### src/rtl/calbank_csr.sv
module calbank_csr #(
  parameter logic [12:0] ID_CODE  = 13'h0A51,
  parameter logic [2:0]  BLOCK_ID = 3'd1,
  parameter int MULT_W = 8,
  parameter int LEN_W  = 10,
  parameter int RAM_AW = 10,
  parameter int RAM_DW = 8
) (
  input  logic              clk,
  input  logic              rst,
  input  logic [3:0]        av_addr,
  input  logic              av_read,
  input  logic              av_write,
  input  logic [15:0]       av_wdata,
  output logic [15:0]       av_rdata,
  output logic              av_rdvalid,
  output logic              av_waitreq,
  input  logic [1:0]        eng_calsel,
  input  logic              eng_sync,
  input  logic              eng_disabled,
  input  logic              ext_resync,
  output logic              cfg_hitless_en,
  output logic              cfg_resync,
  output logic [MULT_W-1:0] cfg_mult0,
  output logic [MULT_W-1:0] cfg_mult1,
  output logic [LEN_W-1:0]  cfg_len0,
  output logic [LEN_W-1:0]  cfg_len1,
  output logic [RAM_AW-1:0] ram_addr,
  output logic [RAM_DW-1:0] ram_wdata,
  output logic              ram0_we,
  output logic              ram1_we,
  input  logic [RAM_DW-1:0] ram0_rdata,
  input  logic [RAM_DW-1:0] ram1_rdata
);

  logic        hitless_q, resync_q, stall_q;
  logic        act1, bank0_ok, bank1_ok, ram_rd, rd_acc, wr_acc;
  logic [15:0] rd_mux;

  assign act1       = (eng_calsel == 2'b10);
  assign bank0_ok   = eng_disabled | act1;
  assign bank1_ok   = hitless_q & (eng_disabled | ~act1);
  assign ram_rd     = av_read & ((av_addr == 4'd7) | (av_addr == 4'd8));
  assign av_waitreq = ram_rd & ~stall_q;
  assign rd_acc     = av_read & ~av_waitreq;
  assign wr_acc     = av_write & ~av_read;

  assign cfg_hitless_en = hitless_q;
  assign cfg_resync     = resync_q | ext_resync;
  assign ram_wdata      = av_wdata[RAM_DW-1:0];
  assign ram0_we        = wr_acc & (av_addr == 4'd7) & bank0_ok;
  assign ram1_we        = wr_acc & (av_addr == 4'd8) & bank1_ok;

  always_comb begin
    rd_mux = '0;
    case (av_addr)
      4'd0: rd_mux = {BLOCK_ID, ID_CODE};
      4'd1: rd_mux = {10'd0, eng_disabled, eng_sync, act1, 1'b0, resync_q, hitless_q};
      4'd2: rd_mux = 16'(cfg_mult0);
      4'd3: rd_mux = hitless_q ? 16'(cfg_mult1) : 16'd0;
      4'd4: rd_mux = 16'(cfg_len0);
      4'd5: rd_mux = hitless_q ? 16'(cfg_len1) : 16'd0;
      4'd6: rd_mux = 16'(ram_addr);
      4'd7: rd_mux = 16'(ram0_rdata);
      4'd8: rd_mux = hitless_q ? 16'(ram1_rdata) : 16'd0;
      default: rd_mux = '0;
    endcase
  end

  always_ff @(posedge clk) begin
    if (rst) begin
      hitless_q  <= 1'b0;
      resync_q   <= 1'b1;
      stall_q    <= 1'b0;
      cfg_mult0  <= '0;
      cfg_mult1  <= '0;
      cfg_len0   <= '0;
      cfg_len1   <= '0;
      ram_addr   <= '0;
      av_rdata   <= '0;
      av_rdvalid <= 1'b0;
    end else begin
      stall_q    <= ram_rd & ~stall_q;
      av_rdvalid <= rd_acc;
      if (rd_acc) av_rdata <= rd_mux;
      if (wr_acc) begin
        case (av_addr)
          4'd1: begin
            hitless_q <= av_wdata[0];
            resync_q  <= av_wdata[1];
          end
          4'd2: if (bank0_ok) cfg_mult0 <= av_wdata[MULT_W-1:0];
          4'd3: if (bank1_ok) cfg_mult1 <= av_wdata[MULT_W-1:0];
          4'd4: if (bank0_ok) cfg_len0  <= av_wdata[LEN_W-1:0];
          4'd5: if (bank1_ok) cfg_len1  <= av_wdata[LEN_W-1:0];
          4'd6: ram_addr <= av_wdata[RAM_AW-1:0];
          default: ;
        endcase
      end
    end
  end

endmodule


### config.mk
export PLATFORM = sky130hd
export DESIGN_NAME = calbank_csr
export DESIGN_NICKNAME = d
export VERILOG_FILES = /design/src/rtl/calbank_csr.sv
export SDC_FILE = /design/constraint.sdc
export NUM_CORES = 1
export LEC_CHECK = 0
export BUFFER_PORTS_ARGS = -buffer_cell sky130_fd_sc_hd__buf_2
export CAP_MARGIN = 20
export CELL_PAD_IN_SITES_DETAIL_PLACEMENT = 1
export CELL_PAD_IN_SITES_GLOBAL_PLACEMENT = 2
export CORE_UTILIZATION = 28
export CTS_CLUSTER_SIZE = 25
export DETAILED_ROUTE_END_ITERATION = 8
export PLACE_DENSITY_LB_ADDON = 0.1
export SLEW_MARGIN = 20
export SYNTH_ARGS = -nofsm -noshare
export SYNTH_HDL_FRONTEND = slang
export SYNTH_SLANG_ARGS = --single-unit
### constraint.sdc
create_clock -name clk -period 2.05 [get_ports clk]
set_clock_uncertainty 0.15 [all_clocks]
set_input_delay 0.1025 -clock clk [delete_from_list [all_inputs] [get_ports clk]]
set_output_delay 0.1025 -clock clk [all_outputs]
set_load 0.01 [all_outputs]
# After elaboration in Yosys (flattened, before gate mapping)

Index checks and enable logic that the tools add are counted.

Register bits: 66
Bits in latches: 0
Bits in writable memories: 0
ROM bits: 0
Input bits: 45
Output and inout bits: 76
Word-level logic and storage cells: 47
Memories kept: 0

Add/subtract/negate cells: 0
$mul: 0
Div/mod/pow operators: 0
$lt $le $gt $ge: 0
Equal/unequal tests: 9
Shift-type cells: 0
Multiplexer cells: 4
Bitwise operators: 17
Reductions and logical operators: 7

Operator list:

| operator                                                              | count |
|---|---|
| 14-bit case mux with 9 select lines                                   | 1 |
| 4-bit by 3-bit equality test with 1-bit output, second input constant | 4 |
| 8-bit two-way mux                                                     | 2 |
| 3-bit AND reduction                                                   | 4 |
| 10-bit two-way mux                                                    | 1 |
| 1-bit bitwise AND                                                     | 9 |
| 4-bit by 2-bit equality test with 1-bit output, second input constant | 2 |
| 4-bit by 1-bit equality test with 1-bit output, second input constant | 1 |
| 4-bit equality test, second input constant                            | 1 |
| 4-bit zero test                                                       | 1 |
| 1-bit inverter                                                        | 4 |
| 1-bit OR                                                              | 4 |
| 2-bit AND reduction                                                   | 2 |
| 2-bit equality test, second input constant                            | 1 |

# Depth between registers and ports, before layout

Gate-level depths: netlist (run 1).

Depth in word-level cells: 6
Depth in mapped cells: 8

# Worst setup path before layout (run 1)

No wires, ideal clock.

Path kind: reg2reg
Start: register hitless_q (netlist: cfg_hitless_en)
End: register cfg_mult1[0]
Setup time: 0.124 ns
Arrival: 1.437 ns
Required time: 1.776 ns
Path slack: 0.338 ns
Stages on the path, launching flop included: 5
Buffers on the path: 0
Clock period less this slack: 1.712 ns
Path through: dfxtp_1 -> o311ai_4 -> nor4_4 -> mux2i_1 -> nor2_1

Longest elaborated chain between the ends: 2

Ends and longest elaborated chain:

| what                                 | line | RTL |
|---|---|---|
| start: declaration                   | 36   | `logic hitless_q, resync_q, stall_q;` |
| start signal: assignment             | 89   | `hitless_q <= av_wdata[0];` |
| 1-bit bitwise AND                    | 42   | `assign bank1_ok = hitless_q & (eng_disabled \| ~act1);` |
| 3-bit AND reduction (no source line) | n/a  |  |
| end signal: assignment               | 93   | `4'd3: if (bank1_ok) cfg_mult1 <= av_wdata[MULT_W-1:0];` |
| end: declaration                     | 25   | `output logic [MULT_W-1:0] cfg_mult1,` |

No other way between the ends.
A chain may end at the register's enable or synchronous reset.

# Worst setup path in the final report (run 1)

Start: input port av_read
End: register cfg_len0[7]

Longest elaborated chain between the ends: 3

Ends and longest elaborated chain:

| what                                 | line | RTL |
|---|---|---|
| start: declaration                   | 12   | `input logic av_read,` |
| 1-bit inverter                       | 46   | `assign wr_acc = av_write & ~av_read;` |
| 1-bit bitwise AND                    | 46   |  |
| 3-bit AND reduction (no source line) | n/a  |  |
| end signal: assignment               | 94   | `4'd4: if (bank0_ok) cfg_len0 <= av_wdata[LEN_W-1:0];` |
| end: declaration                     | 26   | `output logic [LEN_W-1:0] cfg_len0,` |

No other way between the ends.

==> results of run 1 <==
==> path summary, 6_finish.rpt <==
| path | start | to | slack, ns |
|---|---|---|---|
| setup reg to reg | cfg_hitless_en | av_rdata[5] | 0.17 |
| hold reg to reg | av_rdata[9] | av_rdata[9] | 0.30 |
| setup / recovery | av_read | cfg_len0[7] | 0.10 |
| hold / removal | ram1_rdata[3] | av_rdata[3] | 0.03 |
==> per-stage QoR <==
step | cells | worst slack (ns) | power, mW
finish | 616 | 0.100 | 2.57
global route | 616 | 0.00852 | 2.68
CTS | 616 | 0.114 | 2.61
detailed placement | 587 | 0.129 | 1.49
global placement | 587 | 0.121 | 1.49
floorplan | 340 | 0.338 | 1.39
==> worst register-to-register path, delay by kind of cell, from the launching register on <==
family | cells | cell delay (ns)
compound gates | 3 | 0.42
buf+inv | 1 | 0.23
simple gates | 2 | 0.53
flops | 1 | 0.52
==> power breakdown <==
part	leakage (nW)	switching [mW]	internal, mW
combinational	1.44	0.163	0.123
clock	0.0964	0.493	0.592
sequential	0.492	0.00502	1.19
total	2.03	0.661	1.91
==> routing by layer <==
metal | vias up | track usage [%] | part of all wire [%]
li1 | 1446 | - | -
met1 | 1409 | 25.3 | 47
met2 | 76 | 32.3 | 48
met3 | 8 | 3.57 | 3.8
met4 | 0 | 5.28 | 0.96
met5 | - | 0 | 0
==> registers in the layout (all words and copies together), names as in the netlist <==
register,flops
av_rdata,11
av_rdvalid,1
cfg_hitless_en,1
cfg_len0,10
cfg_len1,10
cfg_mult0,8
cfg_mult1,8
ram_addr,10
resync_q,1
stall_q,1
==> cell families after synthesis <==
group / after synthesis / share of synthesized area (%)
and+or+nand+nor: 124 / 20.1
DFF: 61 / 39.0
AOI/OAI and AO/OA: 58 / 13.6
muxes: 55 / 18.0
buffers and inverters: 38 / 9.16
other: 1 / 0.120
==> cells in the mapped netlist (3+ instances only) <==
| cell type | number |
|---|---|
| dfxtp_1 | 61 |
| nand3_1 | 10 |
| buf_2 | 6 |
| a31oi_1 | 3 |
| a22oi_1 | 5 |
| clkbuf_8 | 5 |
| a21oi_1 | 14 |
| buf_4 | 13 |
| dlygate4sd1_1 | 3 |
| o21ai_1 | 3 |
| clkbuf_1 | 4 |
| mux2i_1 | 53 |
| inv_1 | 4 |
| a21o_1 | 5 |
| nand2b_1 | 3 |
| buf_6 | 3 |
| nand2_1 | 19 |
| nor2_1 | 60 |
| o21ai_0 | 6 |
| nor2b_1 | 7 |
| a211oi_1 | 4 |
==> repair_timing <==
| item | in CTS | in global routing |
|---|---|---|
| hold buffers | 13 | 0 |
| setup endpoints to repair | 0 | 0 |
| endpoints found under the hold margin | 51 | 0 |
==> cells in the final DEF (no fill, tap or decap), drive strengths merged, types with 5 or more instances in the layout <==
cell type and n:
a21o 5, a21oi 15, a22oi 5, buf 141, clkbuf 12, dfxtp 61
dlygate4sd3 13, mux2i 53, nand2 19, nand3 10, nor2 61, nor2b 8
o21ai 9
==> layout make-up <==
cell class | instances | area, µm² | area share [%]
multi-input combinational | 241 | 1630 | 38.6
sequential | 61 | 1220 | 28.9
timing repair buffer | 154 | 988 | 23.4
tap | 140 | 175 | 4.15
clock buffer | 12 | 145 | 3.43
clock inverter | 4 | 47.5 | 1.13
inverter | 4 | 15.0 | 0.355
==> impl_metrics.yaml, run 1 <==
cells_and_area:
  syn_to_final_growth_pct: 35.0
  drive_gt1_share_pct: 36.1
  fin_nets: 516
  fin_util_pct: 39.0
  fillCellCount: 1320
  diodes: 0
  fin_area_um2: 4230
global_route:
  overflow: 0
  grt_first_pass_wirelength_um: 16500
  antenna_found_initial: 0
  grt_pass1_vias: 2994
  grtUsageTotal_pct: 19.3
  grt_max_degree: 51
critical_path:
  r2r_cells: 6
  crit_fanout: 9
  slowest_delay_ns: 0.53
  critPathLaunchType: "input port"
  cp-end-kind: "flop"
  crit_family: "buffers and inverters"
  crit_buf_inv: 3
  slowest_stage: "dlygate4sd3_1"
  worst-path-stages: 8
  crit_arrival_ns: 2.00
  critPathKind: "input port to flop"
  cp_cell_sequence: "dlygate4sd3_1, buf_2, nor2b_2, o211ai_1, or3_1, buf_12, mux2i_1, nor2_1"
  cp_data_required_time_ns: 2.10
routing:
  drc_errors: 0
  vias: 2939
  via_per_inst: 4.77
  drt_iter0_drc: 90
  drtAntennaViolNets: 0
  finalWirelength_um: 10900
  routedWlPerCell_um: 17.6
  drt-pass1-iter-count: 4
power:
  cellLeakagePower_nw: 2.03
  ir_drop_v: 0.000291
  power_density_nw_per_um2: 608
min_path:
  hold-path-cell-count: 4
  worstHoldPathType: "input port to flop"
timing:
  slew_viol_final: 0
  setup_violations: 0
  tns_ns: 0
  slew_headroom_pct: 50.1
  hold_viol: 0
  tightest_slew_ns: 0.747
  min_period_ns: 1.95
  fmax_mhz: 513
  rsz0062_at_grt: "no"
  timing.final.crit_share_pct: 95.1
  holdWs_ns: 0.0279
yosys:
  synth_edf_count: 0
  netlist.area_leader.share_pct: 39.0
  synth.cell_area_um2: 3130
  yosys_warnings: 0
  synth_cell_types: 62
  synth_sequential_area_ratio_pct: 39.0
  async_flop_share_pct: 0
  synth_ff_type: "dfxtp_1"
  avgSynthCellArea_um2: 9.29
  ys_top_cells_by_area: "dfxtp_1, mux2i_1, nor2_1"
  synth-seq-cells: 61
  syn_inst: 337
  yosys.area.top_type: "dfxtp_1"
clock_network:
  clockRootBuffer: "clkbuf_8"
  post_cts_buffers: 0
  cts_buffer_depth: 2
  path_clk_slew_ns: 0.07
  clk_latency_ns: 0.34
  ctsResizeCount: 0
  cts_buffers: 9
  cts_tree: "done"
  cts_htree_levels: 3
  cts.sinks: 61
die:
  io_pins: 121
  core_area_um2: 10800
  rows: 38
  start_util_pct: 28.9
  die_w_um: 108
  die_h_um: 108
  die_area_um2: 11600
place:
  numPortBuffers: 110
  placed_area_um2: 3900
  dp_hpwl_um: 7880
  gp_congestion: 0.761
outcome:
  status: "completed"
flow_run:
  maxCapViolations: 0
Power figures use the tool's default switching activity.
==> inputs of run 2 (changes only) <==
--- a/config.mk
+++ b/config.mk
@@ -5,14 +5,16 @@
 export SDC_FILE = /design/constraint.sdc
 export NUM_CORES = 1
 export LEC_CHECK = 0
+export ABC_AREA = 1
 export BUFFER_PORTS_ARGS = -buffer_cell sky130_fd_sc_hd__buf_2
 export CAP_MARGIN = 20
 export CELL_PAD_IN_SITES_DETAIL_PLACEMENT = 1
 export CELL_PAD_IN_SITES_GLOBAL_PLACEMENT = 2
-export CORE_UTILIZATION = 28
+export CORE_UTILIZATION = 25
 export CTS_CLUSTER_SIZE = 25
 export DETAILED_ROUTE_END_ITERATION = 8
 export PLACE_DENSITY_LB_ADDON = 0.1
+export SETUP_SLACK_MARGIN = 0.5
 export SLEW_MARGIN = 20
 export SYNTH_ARGS = -nofsm -noshare
 export SYNTH_HDL_FRONTEND = slang
==> run 2 against run 1 <==
  * Clock-buffer cell count up 3
  * Sequential cell count unchanged
  * Power up 16%
  * Maximum frequency up 30%
  * First-iteration DRC count down 10%
  * Non-clock buffer count down 10
  * Critical path depth down 2
==> impl_metrics.yaml, run 2 <==
timing:
  timing.final.crit_share_pct: 72.9
  fmax_mhz: 669
  hold_viol: 0
  setup_violations: 0
  min_period_ns: 1.49
  tns_ns: 0
  rsz0062_at_grt: "yes"
  slew_viol_final: 0
cells_and_area:
  drive_gt1_share_pct: 27.9
  regMostFlops: "av_rdata"
  diodes: 0
  largest_reg_flops: 11
  syn_to_final_growth_pct: 38.1
  fin_util_pct: 35.6
  mostFrequentLayoutCell: "buf_2"
  layout_common_cells: "buf_2, nand2_1, dfxtp_1"
  fin_nets: 638
  fillCellCount: 1553
yosys:
  async_flop_share_pct: 0
  synth.cell_area_um2: 3110
  yosys.area.top_type: "dfxtp_1"
  avgSynthCellArea_um2: 6.60
  yosysMostFrequentCell: "nand2_1"
  synth-seq-cells: 61
  netlist.area_leader.share_pct: 39.3
  synth_ff_type: "dfxtp_1"
  yosys_warnings: 0
  synth_edf_count: 0
  synth_commonest_cells: "nand2_1, dfxtp_1, nor2_1, o21ai_0, nand3_1"
  ys_top_cells_by_area: "dfxtp_1, nand2_1, o21ai_0"
  syn_inst: 471
  synth_cell_types: 21
  synth_sequential_area_ratio_pct: 39.3
power:
  ir_drop_v: 0.000284
  cellLeakagePower_nw: 2.00
  power_density_nw_per_um2: 695
critical_path:
  critPathLaunchType: "input port"
  crit_arrival_ns: 1.59
  r2r_cells: 8
  reg2reg_slack_ns: 0.59
  cp_data_required_time_ns: 2.14
  critPathKind: "input port to flop"
  cp-end-kind: "flop"
  reg2reg_from: "cfg_hitless_en"
  crit_fanout: 38
  reg2reg_to: "cfg_len1[3]"
routing:
  drt-pass1-iter-count: 4
  drtAntennaViolNets: 0
  drt_iter0_drc: 81
  via_per_inst: 4.42
  routedWlPerCell_um: 15.9
  vias: 3385
  drc_errors: 0
  finalWirelength_um: 12200
place:
  dp_hpwl_um: 9090
  gp_congestion: 0.792
  numPortBuffers: 110
die:
  rows: 40
  die_w_um: 114
  die_area_um2: 12900
  io_pins: 121
  core_area_um2: 12100
  die_h_um: 114
  start_util_pct: 25.8
flow_run:
  maxCapViolations: 0
outcome:
  status: "completed"
clock_network:
  clockRootBuffer: "clkbuf_16"
  cts.sinks: 61
  cts_htree_levels: 3
  clk_latency_ns: 0.33
  cts_buffer_depth: 2
  cts_buffers: 9
  path_clk_slew_ns: 0.05
  cts_tree: "done"
min_path:
  worstHoldPathType: "input port to flop"
  hold_end: "av_rdata[11]"
  hold-path-cell-count: 4
  hp-start: "av_read"
global_route:
  overflow: 0
  grtUsageTotal_pct: 19.5
  grt_max_degree: 39
  antenna_found_initial: 0
  grt_first_pass_wirelength_um: 18700
  grt_pass1_vias: 3454
[run 2: what timing repair did]
item,in CTS,in global routing
setup endpoints to repair,8,30
endpoints found under the hold margin,20,0
buffers inserted,2,1
hold buffers,12,0
pin swaps,1,4
cloned,0,1
gates resized for setup,3,20
[run 2: layout make-up]
cell class / instances / area [µm²] / share of cell area (%)
clock buffers: 15 / 258 / 6.00
clock inverters: 1 / 30.0 / 0.699
inverters: 49 / 184 / 4.28
multi-input cells: 328 / 1520 / 35.5
flip-flops and latches: 61 / 1220 / 28.5
well taps: 168 / 210 / 4.89
repair buffers: 144 / 868 / 20.2
[run 2: cell families after synthesis]
| logic type | share of synthesized area, % |
|---|---|
| DFF | 39.3 |
| AOI/OAI and AO/OA | 15.1 |
| buffers and inverters | 13.1 |
| other | 0.121 |
| and+or+nand+nor | 32.4 |
[run 2: worst max-delay path by stage]
stage	from	end	slack, ns	cells after the start
finish	rst	cfg_hitless_en	0.56	6
global route	rst	cfg_hitless_en	0.46	6
CTS	cfg_hitless_en	ram1_we	0.53	6
detailed placement	av_addr[1]	ram_addr[0]	0.23	8
global placement	av_addr[1]	ram_addr[0]	0.31	8
floorplan	cfg_hitless_en	cfg_mult1[5]	0.52	7
[run 2: layer usage]
metal  vias up  GRT usage (%)  part of all wire [%]
met5         -              0                     0
met4         0           6.14                   1.4
met3        14           3.03                   3.4
met2        84           32.4                    46
met1      1552           25.7                    49
li1       1735              -                     -
[run 2: critical path, stage by stage]
cell           delay [ns]
dlygate4sd3_1        0.53
buf_2                0.14
inv_1                0.11
buf_4                0.36
o21ai_0              0.16
a21oi_1              0.15
[run 2: power by group]
part / switching [mW] / internal, mW / total, mW
combinational: 0.180 / 0.101 / 0.281
clock: 0.522 / 0.976 / 1.50
sequential: 0.00757 / 1.20 / 1.21
total: 0.709 / 2.28 / 2.99
[run 2: metrics by stage]
stage / setup slack, ns / cell area (µm²) / power [mW] / hold slack (ns) / instances
floorplan: 0.517 / 3120 / 1.38 / 0.0216 / 474
global placement: 0.313 / 3790 / 1.49 / 0.246 / 734
detailed placement: 0.234 / 3790 / 1.49 / 0.251 / 734
CTS: 0.527 / 4240 / 3.02 / 0.0404 / 764
global route: 0.458 / 4300 / 3.10 / 0.0789 / 766
finish: 0.555 / 4300 / 2.99 / 0.0522 / 766
